### config.mk
export PLATFORM = sky130hd
export DESIGN_NAME = ccfg_bar_sizer
export DESIGN_NICKNAME = d
export VERILOG_FILES = /design/src/rtl/ccfg_bar_pkg.sv /design/src/rtl/ccfg_offset_decode.sv /design/src/rtl/ccfg_bar_slot.sv /design/src/rtl/ccfg_rom_slot.sv /design/src/rtl/ccfg_bar_sizer.sv
export SDC_FILE = /design/constraint.sdc
export NUM_CORES = 1
export LEC_CHECK = 0
export ABC_CLOCK_PERIOD_IN_PS = 2400
export BUFFER_PORTS_ARGS = -buffer_cell sky130_fd_sc_hd__buf_2
export CAP_MARGIN = 20
export CORE_UTILIZATION = 30
export CTS_CLUSTER_DIAMETER = 120
export DETAILED_ROUTE_END_ITERATION = 10
export PLACE_DENSITY_LB_ADDON = 0.12
export SYNTH_ARGS = -nofsm -noshare
export SYNTH_HDL_FRONTEND = slang
export SYNTH_SLANG_ARGS = --single-unit
### constraint.sdc
create_clock -name clk -period 2.4 [get_ports clk]
set_clock_uncertainty 0.1 [all_clocks]
set_input_delay 0.72 -clock clk [delete_from_list [all_inputs] [get_ports clk]]
set_output_delay 0.72 -clock clk [all_outputs]
set_load 0.005 [all_outputs]
### src/rtl/ccfg_bar_pkg.sv
package ccfg_bar_pkg;

    typedef enum logic [1:0] {
        ST_IDLE,
        ST_BAR_COMMIT,
        ST_ROM_COMMIT
    } cfg_state_e;

    localparam int unsigned DW_BAR_FIRST = 4;
    localparam int unsigned DW_ROM       = 12;
    localparam int unsigned ROM_LOW_MASK = 32'h0000_07FF;

    function automatic logic is_size_probe(input logic [31:0] data,
                                           input logic [31:0] size_m1);
        return (data | 32'h0000_0003 | size_m1) == 32'hFFFF_FFFF;
    endfunction

endpackage

### src/rtl/ccfg_offset_decode.sv
module ccfg_offset_decode
    import ccfg_bar_pkg::*;
#(
    parameter int unsigned NUM_BARS = 6,
    localparam int unsigned IDX_W   = $clog2(NUM_BARS)
) (
    input  logic [5:0]       dword,
    output logic             hit_bar,
    output logic             hit_rom,
    output logic [IDX_W-1:0] bar_idx
);
    logic [5:0] rel;

    always_comb begin
        rel     = dword - 6'(DW_BAR_FIRST);
        hit_bar = (dword >= 6'(DW_BAR_FIRST)) &&
                  (dword <  6'(DW_BAR_FIRST + NUM_BARS));
        hit_rom = (dword == 6'(DW_ROM));
        bar_idx = IDX_W'(rel);
    end
endmodule

### src/rtl/ccfg_bar_slot.sv
module ccfg_bar_slot
    import ccfg_bar_pkg::*;
#(
    parameter logic [31:0] SIZE      = 32'h0,
    parameter logic [31:0] RESET_VAL = 32'h0
) (
    input  logic        cur_type,
    input  logic [31:0] data,
    output logic [31:0] nxt,
    output logic        moves
);
    localparam logic        IMPL    = (SIZE != 32'h0);
    localparam logic [31:0] SIZE_M1 = SIZE - 32'h1;

    logic probe;

    always_comb begin
        probe = is_size_probe(data, SIZE_M1);
        nxt   = 32'h0;
        moves = 1'b0;
        if (IMPL) begin
            if (cur_type) begin
                nxt   = probe ? (~SIZE_M1 | 32'h1) : (data | 32'h1);
                moves = 1'b1;
            end else begin
                nxt   = probe ? (~SIZE_M1 & ~32'h1) : RESET_VAL;
            end
        end
    end
endmodule

### src/rtl/ccfg_rom_slot.sv
module ccfg_rom_slot
    import ccfg_bar_pkg::*;
#(
    parameter logic [31:0] ROM_SIZE = 32'h0,
    parameter logic [31:0] ROM_ADDR = 32'h0
) (
    input  logic [31:0] data,
    output logic [31:0] nxt
);
    localparam logic PRESENT = (ROM_SIZE != 32'h0);

    always_comb begin
        if (!PRESENT)
            nxt = 32'h0;
        else if ((data | 32'(ROM_LOW_MASK)) == 32'hFFFF_FFFF)
            nxt = 32'h0 - ROM_SIZE;
        else
            nxt = ROM_ADDR;
    end
endmodule

### src/rtl/ccfg_bar_sizer.sv
module ccfg_bar_sizer
    import ccfg_bar_pkg::*;
#(
    parameter int unsigned NUM_BARS = 6,
    parameter logic [NUM_BARS*32-1:0] BAR_SIZES = {
        32'h0, 32'h0010_0000, 32'h0, 32'h0000_0008, 32'h0000_0020, 32'h0000_1000},
    parameter logic [NUM_BARS*32-1:0] BAR_RESETS = {
        32'h0, 32'hFE00_0000, 32'h0, 32'h0000_D001, 32'h0000_C001, 32'hFEB0_0000},
    parameter logic [NUM_BARS-1:0] BAR_IO_MASK = 6'b000110,
    parameter logic [31:0] ROM_SIZE = 32'h0001_0000,
    parameter logic [31:0] ROM_ADDR = 32'hFEC0_0000,
    localparam int unsigned IDX_W   = $clog2(NUM_BARS)
) (
    input  logic                   clk,
    input  logic                   rst_n,
    input  logic                   wr_en,
    input  logic [5:0]             wr_dword,
    input  logic [31:0]            wr_data,
    output logic [NUM_BARS*32-1:0] bar_values,
    output logic [31:0]            rom_value,
    output logic                   move_valid,
    output logic [IDX_W-1:0]       move_index,
    output logic [15:0]            move_from,
    output logic [15:0]            move_to,
    output logic [31:0]            move_size
);
    localparam logic [31:0] ROM_RESET = (ROM_SIZE != 32'h0) ? ROM_ADDR : 32'h0;

    cfg_state_e       state_q, state_d;
    logic [IDX_W-1:0] pend_idx_q;
    logic [31:0]      pend_data_q;

    logic             hit_bar, hit_rom;
    logic [IDX_W-1:0] dec_idx;

    logic [31:0] bar_q      [NUM_BARS];
    logic [31:0] slot_nxt   [NUM_BARS];
    logic [31:0] slot_reset [NUM_BARS];
    logic [31:0] slot_size  [NUM_BARS];
    logic        slot_moves [NUM_BARS];
    logic [31:0] rom_q, rom_nxt;

    ccfg_offset_decode #(.NUM_BARS(NUM_BARS)) u_decode (
        .dword   (wr_dword),
        .hit_bar (hit_bar),
        .hit_rom (hit_rom),
        .bar_idx (dec_idx)
    );

    for (genvar i = 0; i < NUM_BARS; i++) begin : g_slot
        localparam logic [31:0] SZ = BAR_SIZES[i*32 +: 32];
        localparam logic [31:0] RV = BAR_RESETS[i*32 +: 32];
        localparam logic [31:0] RV_TYPED =
            (SZ == 32'h0)   ? 32'h0 :
            BAR_IO_MASK[i]  ? (RV | 32'h1) : (RV & ~32'h1);

        ccfg_bar_slot #(.SIZE(SZ), .RESET_VAL(RV_TYPED)) u_slot (
            .cur_type (bar_q[i][0]),
            .data     (pend_data_q),
            .nxt      (slot_nxt[i]),
            .moves    (slot_moves[i])
        );

        assign slot_reset[i]          = RV_TYPED;
        assign slot_size[i]           = SZ;
        assign bar_values[i*32 +: 32] = bar_q[i];
    end

    ccfg_rom_slot #(.ROM_SIZE(ROM_SIZE), .ROM_ADDR(ROM_ADDR)) u_rom (
        .data (pend_data_q),
        .nxt  (rom_nxt)
    );

    assign rom_value = rom_q;

    // Next-state logic: the transitions are named bar_hit, rom_hit and miss.
    always_comb begin
        state_d = ST_IDLE;
        unique case (state_q)
            ST_IDLE, ST_BAR_COMMIT, ST_ROM_COMMIT: begin
                if (wr_en && hit_bar)      state_d = ST_BAR_COMMIT;  // bar_hit
                else if (wr_en && hit_rom) state_d = ST_ROM_COMMIT;  // rom_hit
                else                       state_d = ST_IDLE;        // miss
            end
            default: state_d = ST_IDLE;
        endcase
    end

    // State register and capture of the pending write.
    always_ff @(posedge clk or negedge rst_n) begin
        if (!rst_n) begin
            state_q     <= ST_IDLE;
            pend_idx_q  <= '0;
            pend_data_q <= '0;
        end else begin
            state_q <= state_d;
            if (wr_en) begin
                pend_idx_q  <= dec_idx;
                pend_data_q <= wr_data;
            end
        end
    end

    // Outputs: commit the pending write and raise the move event.
    always_ff @(posedge clk or negedge rst_n) begin
        if (!rst_n) begin
            for (int i = 0; i < NUM_BARS; i++) bar_q[i] <= slot_reset[i];
            rom_q      <= ROM_RESET;
            move_valid <= 1'b0;
            move_index <= '0;
            move_from  <= '0;
            move_to    <= '0;
            move_size  <= '0;
        end else begin
            move_valid <= 1'b0;
            unique case (state_q)
                ST_IDLE: ;
                ST_BAR_COMMIT: begin
                    bar_q[pend_idx_q] <= slot_nxt[pend_idx_q];
                    if (slot_moves[pend_idx_q]) begin
                        move_valid <= 1'b1;
                        move_index <= pend_idx_q;
                        move_from  <= {bar_q[pend_idx_q][15:1], 1'b0};
                        move_to    <= {slot_nxt[pend_idx_q][15:1], 1'b0};
                        move_size  <= slot_size[pend_idx_q];
                    end
                end
                ST_ROM_COMMIT: rom_q <= rom_nxt;
                default: ;
            endcase
        end
    end
endmodule

# Word-level counts from Yosys, hierarchy flattened
# Memory sizes are Yosys's and may differ from the RTL's. A register that Yosys moved wholly into a read port is not among the register bits.
# Cells that the tools add are included.
dict set report word_totals {
  register_bits 295
  rom_bits 256
  out_inout_bits 292
  wordCells 71
  mem_count 1
}
# name depth width read_ports rd_ports_with_merged_regs wr line
set mem_list {}
lappend mem_list {{(name not given)} 8 32 1 1 0 ccfg_bar_sizer.sv:125} ;# move_size <= slot_size[pend_idx_q];
dict set report op_classes {
  add_sub_neg 1
  order_cmp 4
  n_eq_ne 8
  muxes 34
  n_bitwise 1
  n_reduce_logical 8
}
# operator count
set ops {}
lappend ops {{$mux 32} 13}
lappend ops {{$bmux 32 s3} 2}
lappend ops {{$bwmux 192} 1}
lappend ops {{$demux 32 s3} 1}
lappend ops {{$mux 25} 3}
lappend ops {{$mux 16} 2}
lappend ops {{$eq 29x29->1 const B} 1}
lappend ops {{$eq 27x27->1 const B} 1}
lappend ops {{$eq 21x21->1 const B} 1}
lappend ops {{$eq 20x20->1 const B} 1}
lappend ops {{$eq 12x12->1 const B} 1}
lappend ops {{$mux 1} 8}
lappend ops {{$eq 6x4->1 const B} 1}
lappend ops {{$ge 6x3->1 const B} 1}
lappend ops {{$lt 6x4->1 const B} 1}
lappend ops {{$mux 2} 3}
lappend ops {{$ge 4x4->1 const B} 1}
lappend ops {{$logic_and 1x1->1} 4}
lappend ops {{$lt 4x1->1 const B} 1}
lappend ops {{$not 3->4} 1}
lappend ops {{$bmux 1 s3} 1}
lappend ops {{$reduce_or 3->1} 1}
lappend ops {{$sub 3x3->3 const B} 1}
lappend ops {{$eq 2x1->1 const B} 1}
lappend ops {{other kinds (4)} 4}

# Logic depth before layout (Yosys ltp)
dict set report depth {
  word_depth 7
  depth_mapped 9
}

# Cells and area by module
# A second synthesis with hierarchy kept.
dict set report hier_totals {
  cells_unflattened 1447
  area_unflattened_um2 15526.1
}
# mod instances cells_each area_each_um2
set by_module_without_submodules {}
lappend by_module_without_submodules {ccfg_bar_sizer 1 1033 12847.3}
lappend by_module_without_submodules {{ccfg_bar_slot (g_slot[2].u_slot)} 1 85 545.5}
lappend by_module_without_submodules {{ccfg_bar_slot (g_slot[1].u_slot)} 1 87 518.0}
lappend by_module_without_submodules {{ccfg_bar_slot (g_slot[3].u_slot ...)} 2 34 251.5}
lappend by_module_without_submodules {{ccfg_bar_slot (g_slot[4].u_slot)} 1 67 417.9}
lappend by_module_without_submodules {{ccfg_bar_slot (g_slot[0].u_slot)} 1 58 340.3}
lappend by_module_without_submodules {ccfg_rom_slot 1 41 291.5}
lappend by_module_without_submodules {ccfg_offset_decode 1 8 62.6}

# Worst setup path after synthesis
# Ideal clock, no wire load.
dict set report synth_path {
  path_kind {reg2reg}
  startpoint {register bar_q (netlist bit bar_values[0])}
  endpoint {register move_to[10]}
  t_arrival_ps 1920
  required_time_ps 2178
  slack_ps 259
  path_stages_with_launch 10
  n_path_buf 3
  cell_sequence {dfrtp_1 > buf_2 > mux2_4 > a211oi_2 > nand2b_1 > buf_2 > inv_1 > and2_1 > clkbuf_1 > a32o_1}
}
dict set report synth_via {
  elab_chain_cells 5
  word_cells_on_any_way 9
  cone_classes {mux (8); reduce/logical (1)}
}
# element line
set synth_lines {}
lappend synth_lines {{from (decl)} ccfg_bar_sizer.sv:36} ;# logic [31:0] bar_q [NUM_BARS];
lappend synth_lines {{from (signal, indexed assignment)} ccfg_bar_sizer.sv:119} ;# bar_q[pend_idx_q] <= slot_nxt[pend_idx_q];
lappend synth_lines {{$mux 1} ccfg_bar_slot.sv:22} ;# if (cur_type) begin
lappend synth_lines {{$bmux 1 s3} ccfg_bar_sizer.sv:120} ;# if (slot_moves[pend_idx_q]) begin
lappend synth_lines {{$mux 1 (not written as such) (2 in a row)} ccfg_bar_sizer.sv:120}
lappend synth_lines {{$reduce_and 2->1 (no source line)} n/a}
lappend synth_lines {{to (signal assigned)} ccfg_bar_sizer.sv:124} ;# move_to <= {slot_nxt[pend_idx_q][15:1], 1'b0};
lappend synth_lines {{to (decl)} ccfg_bar_sizer.sv:24} ;# output logic [15:0] move_to,
# Several ways; a longest one is shown, not always the timed one. The select of a mux whose other input is x is not followed.
# A chain may end at the register's enable or synchronous reset.

# Worst setup path after layout
dict set report layout_path {
  startpoint {register pend_data_q[26]}
  endpoint {register move_to[9]}
}
dict set report layout_via {
  elab_chain_cells 6
  word_cells_on_any_way 17
  cone_classes {eq/ne (4); mux (13)}
}
# element line
set layout_lines {}
lappend layout_lines {{from (decl)} ccfg_bar_sizer.sv:31} ;# logic [31:0] pend_data_q;
lappend layout_lines {{from (signal assigned)} ccfg_bar_sizer.sv:99} ;# pend_data_q <= wr_data;
lappend layout_lines {{$eq 29x29->1 (tied with other cells)} ccfg_bar_pkg.sv:15} ;# return (data | 32'h0000_0003 | size_m1) == 32'hFFFF_FFFF;
lappend layout_lines {{$mux 32, on equally long branches} {ccfg_bar_slot.sv:26, ccfg_bar_slot.sv:23}}
lappend layout_lines {{$mux 32} ccfg_bar_slot.sv:22}
lappend layout_lines {{$bmux 32 s3 *} ccfg_bar_sizer.sv:124}
lappend layout_lines {{$mux 32 (not written as such) * (2 in a row)} ccfg_bar_sizer.sv:124}
# Every way passes the cells marked *; elsewhere a longest branch is shown, timed or not. The select of a mux whose other input is x is not followed.

==> out/metrics.yaml <==
status:
  status: "finished clean"
die:
  core_area_um2: 37700
  start_util_pct: 30.5
  io_pins: 333
  design.die.area_um2: 39000
  die_y_um: 198
  rows: 71
  die_width_um: 198
clock_network:
  cts_buffer_depth: 3
  clk_pin_slew_worst_paths_ns: 0.06
  htreeDepth: 1
  cts_sinks: 267
  clk_latency_ns: 0.57
  cts_made_buffers: 31
  clock-root-buffer: "clkbuf_16"
  cts_tree: "built"
  postCtsSetupRepairBufs: 0
power_and_ir_drop:
  power.leakage_nw: 7.63
  p_per_area_nw_per_um2: 806
  peakVddDrop_uv: 557
critical_path:
  start_kind: "flop"
  path_max_fanout: 6
  arrival_ns: 2.65
  path_cells: "nand4_2, or3_4, o211a_4, a2111o_1, a32o_1"
  required_ns: 2.75
  path_class: "reg -> reg"
  cpMaxStageDelayCell: "a2111o_1"
  cp_top_family: "compound AO/OA/AOI/OAI gates"
  endpoint_kind: "flop"
  path_buf_inv: 0
  cpPeakStageDelay_ns: 0.51
timing:
  tns_ns: 0
  finalCriticalPeriod_ns: 2.30
  hold_viol: 0
  rsz0062_at_grt: "no"
  setup_viol: 0
  worst_pin_slew_ns: 0.670
  period_share_pct: 95.8
  finalWorstSetupSlack_ns: 0.101
  slew_violations: 0
  hold_ws_ns: 0.245
  maxSlewHeadroom_pct: 55.2
  timing.fmax_mhz: 435
synthesis:
  yosysSeqAreaShare_pct: 58.5
  async_reset_ff_share_pct: 100
  yosys.area.top_type: "dfrtp_1"
  synth_area_leaders: "dfrtp_1, dfstp_2, nand2_1"
  synth_top_flop_cell: "dfrtp_1"
  synth_cell_types: 58
  synthTopCellsByCount: "dfrtp_1, nand2_1, nor2_1, buf_4, o21ai_0"
  syn-cell-area_um2: 11500
  synth_edf_count: 0
  ys.warnings.count: 0
  yosys_register_bits: 267
  yosysMostFrequentCell: "dfrtp_1"
  synth.avg_cell_area_um2: 10.6
  postSynthCellCount: 1087
  synth_top_area_share_pct: 53.0
grt:
  antenna_found_initial: 7
  grtUsageTotal_pct: 19.4
  gr-total-overflow: 0
  grt_max_degree: 57
  grt_pass1_vias: 8758
  grt_pass1_wl_mm: 57.2
layout:
  fin_util_pct: 39.5
  nFillCells: 3860
  area_growth_pct: 29.8
  multi_input_area_um2: 4180
  nNetsFinal: 1434
  final_area_um2: 14900
  layout-drive-gt1-share_pct: 34.8
  seqCellArea_um2: 6710
placed_design:
  placed_area_um2: 13700
  numPortBuffers: 276
  gp_congestion: 0.874
  dpl.hpwl_mm: 27.9
  dpl_worst_slack_ns: 0.0879
drt:
  drt_iter0_markers: 380
  vias: 8891
  ant_nets: 0
  vias_per_cell: 4.60
  first_pass_iters: 5
  route.detailed.wl_per_inst_um: 19.6
  drc: 0
  drt_wl_total_mm: 37.9
flow_run:
  max_cap_violations: 0
min_path:
  hold_class: "in -> reg"
==> timing repair <==
action,in CTS,in global routing
gates resized for setup,0,6
setup endpoints to repair,0,16
endpoints found under the hold margin,29,0
hold buffers,1,0
==> area by class of cell <==
type	instances	area share, %
sequential	267	45.1
multi-input combinational	721	28.1
timing repair buffer	358	14.5
clock buffer	48	6.44
tap	511	4.29
clock inverter	9	1.21
inverter	14	0.353
antenna	3	0.0504
==> path summary, 6_finish.rpt <==
kind	end	slack, ns	from	cells past startpoint
worst max-delay path	move_to[9]	0.10	pend_data_q[26]	5
worst min register to register	bar_values[147]	0.36	bar_values[147]	2
worst min-delay path	state_q[1]	0.24	wr_dword[0]	2
min in group asynchronous	bar_values[110]	0.56	rst_n	2
max in group asynchronous	bar_values[28]	0.94	rst_n	3
worst max register to register	move_to[9]	0.10	pend_data_q[26]	5
==> sequential cells by signal, summed over array words and instances (netlist names) <==
name / count
move_from: 15
bar_values: 192
move_size: 4
move_valid: 1
rom_value: 1
move_index: 3
state_q: 2
pend_idx_q: 3
pend_data_q: 31
move_to: 15
==> cell families after synthesis <==
group	count (synthesis)	share of synthesized area [%]
AND/OR/NAND/NOR	391	15.7
flip-flops	267	58.5
AO/OA/AOI/OAI	218	11.5
buffers and inverters	152	7.32
multiplexers	57	6.91
other	2	0.0654
==> power by group <==
| part | total, mW | switching [mW] | internal, mW |
|---|---|---|---|
| registers | 5.28 | 0.316 | 4.96 |
| logic | 1.53 | 0.839 | 0.689 |
| clock network | 5.19 | 1.93 | 3.27 |
==> through the flow <==
step	power, mW	std cells
2_1_floorplan	6.05	1140
3_3_place_gp	6.89	1870
3_5_place_dp	6.91	1870
4_1_cts	12.2	1928
5_1_grt	12.6	1928
6_report	12.0	1931
==> layer usage <==
| metal | GRT usage [%] | routed length (um) | part of all wire (%) |
|---|---|---|---|
| met5 | 0 | 63 | 0.17 |
| met4 | 4.02 | 702 | 1.9 |
| met3 | 5.48 | 2730 | 7.2 |
| met2 | 30.8 | 17400 | 46 |
| met1 | 26.4 | 17100 | 45 |
==> cells in the final DEF (no fill, tap or decap), drive strengths merged, types with 4 or more instances in the layout <==
cell type	Yosys	routed
bufinv	0	5
dfstp	24	24
a21o	4	4
a22o	6	6
nand4	5	5
nor3	7	7
mux4	15	15
nor2b	35	35
o21ai	67	67
mux2i	17	17
buf	85	357
mux2	25	25
o31ai	9	9
conb	2	55
a32o	6	6
a221oi	4	4
nand2b	5	5
nand2	153	153
and4	4	4
inv	14	14
nor4	6	6
dfrtp	243	243
a21oi	65	65
clkbuf	53	48
a31oi	39	39
and2	34	34
nor2	112	112
nand3	18	18
Power figures use the tool's default switching activity.
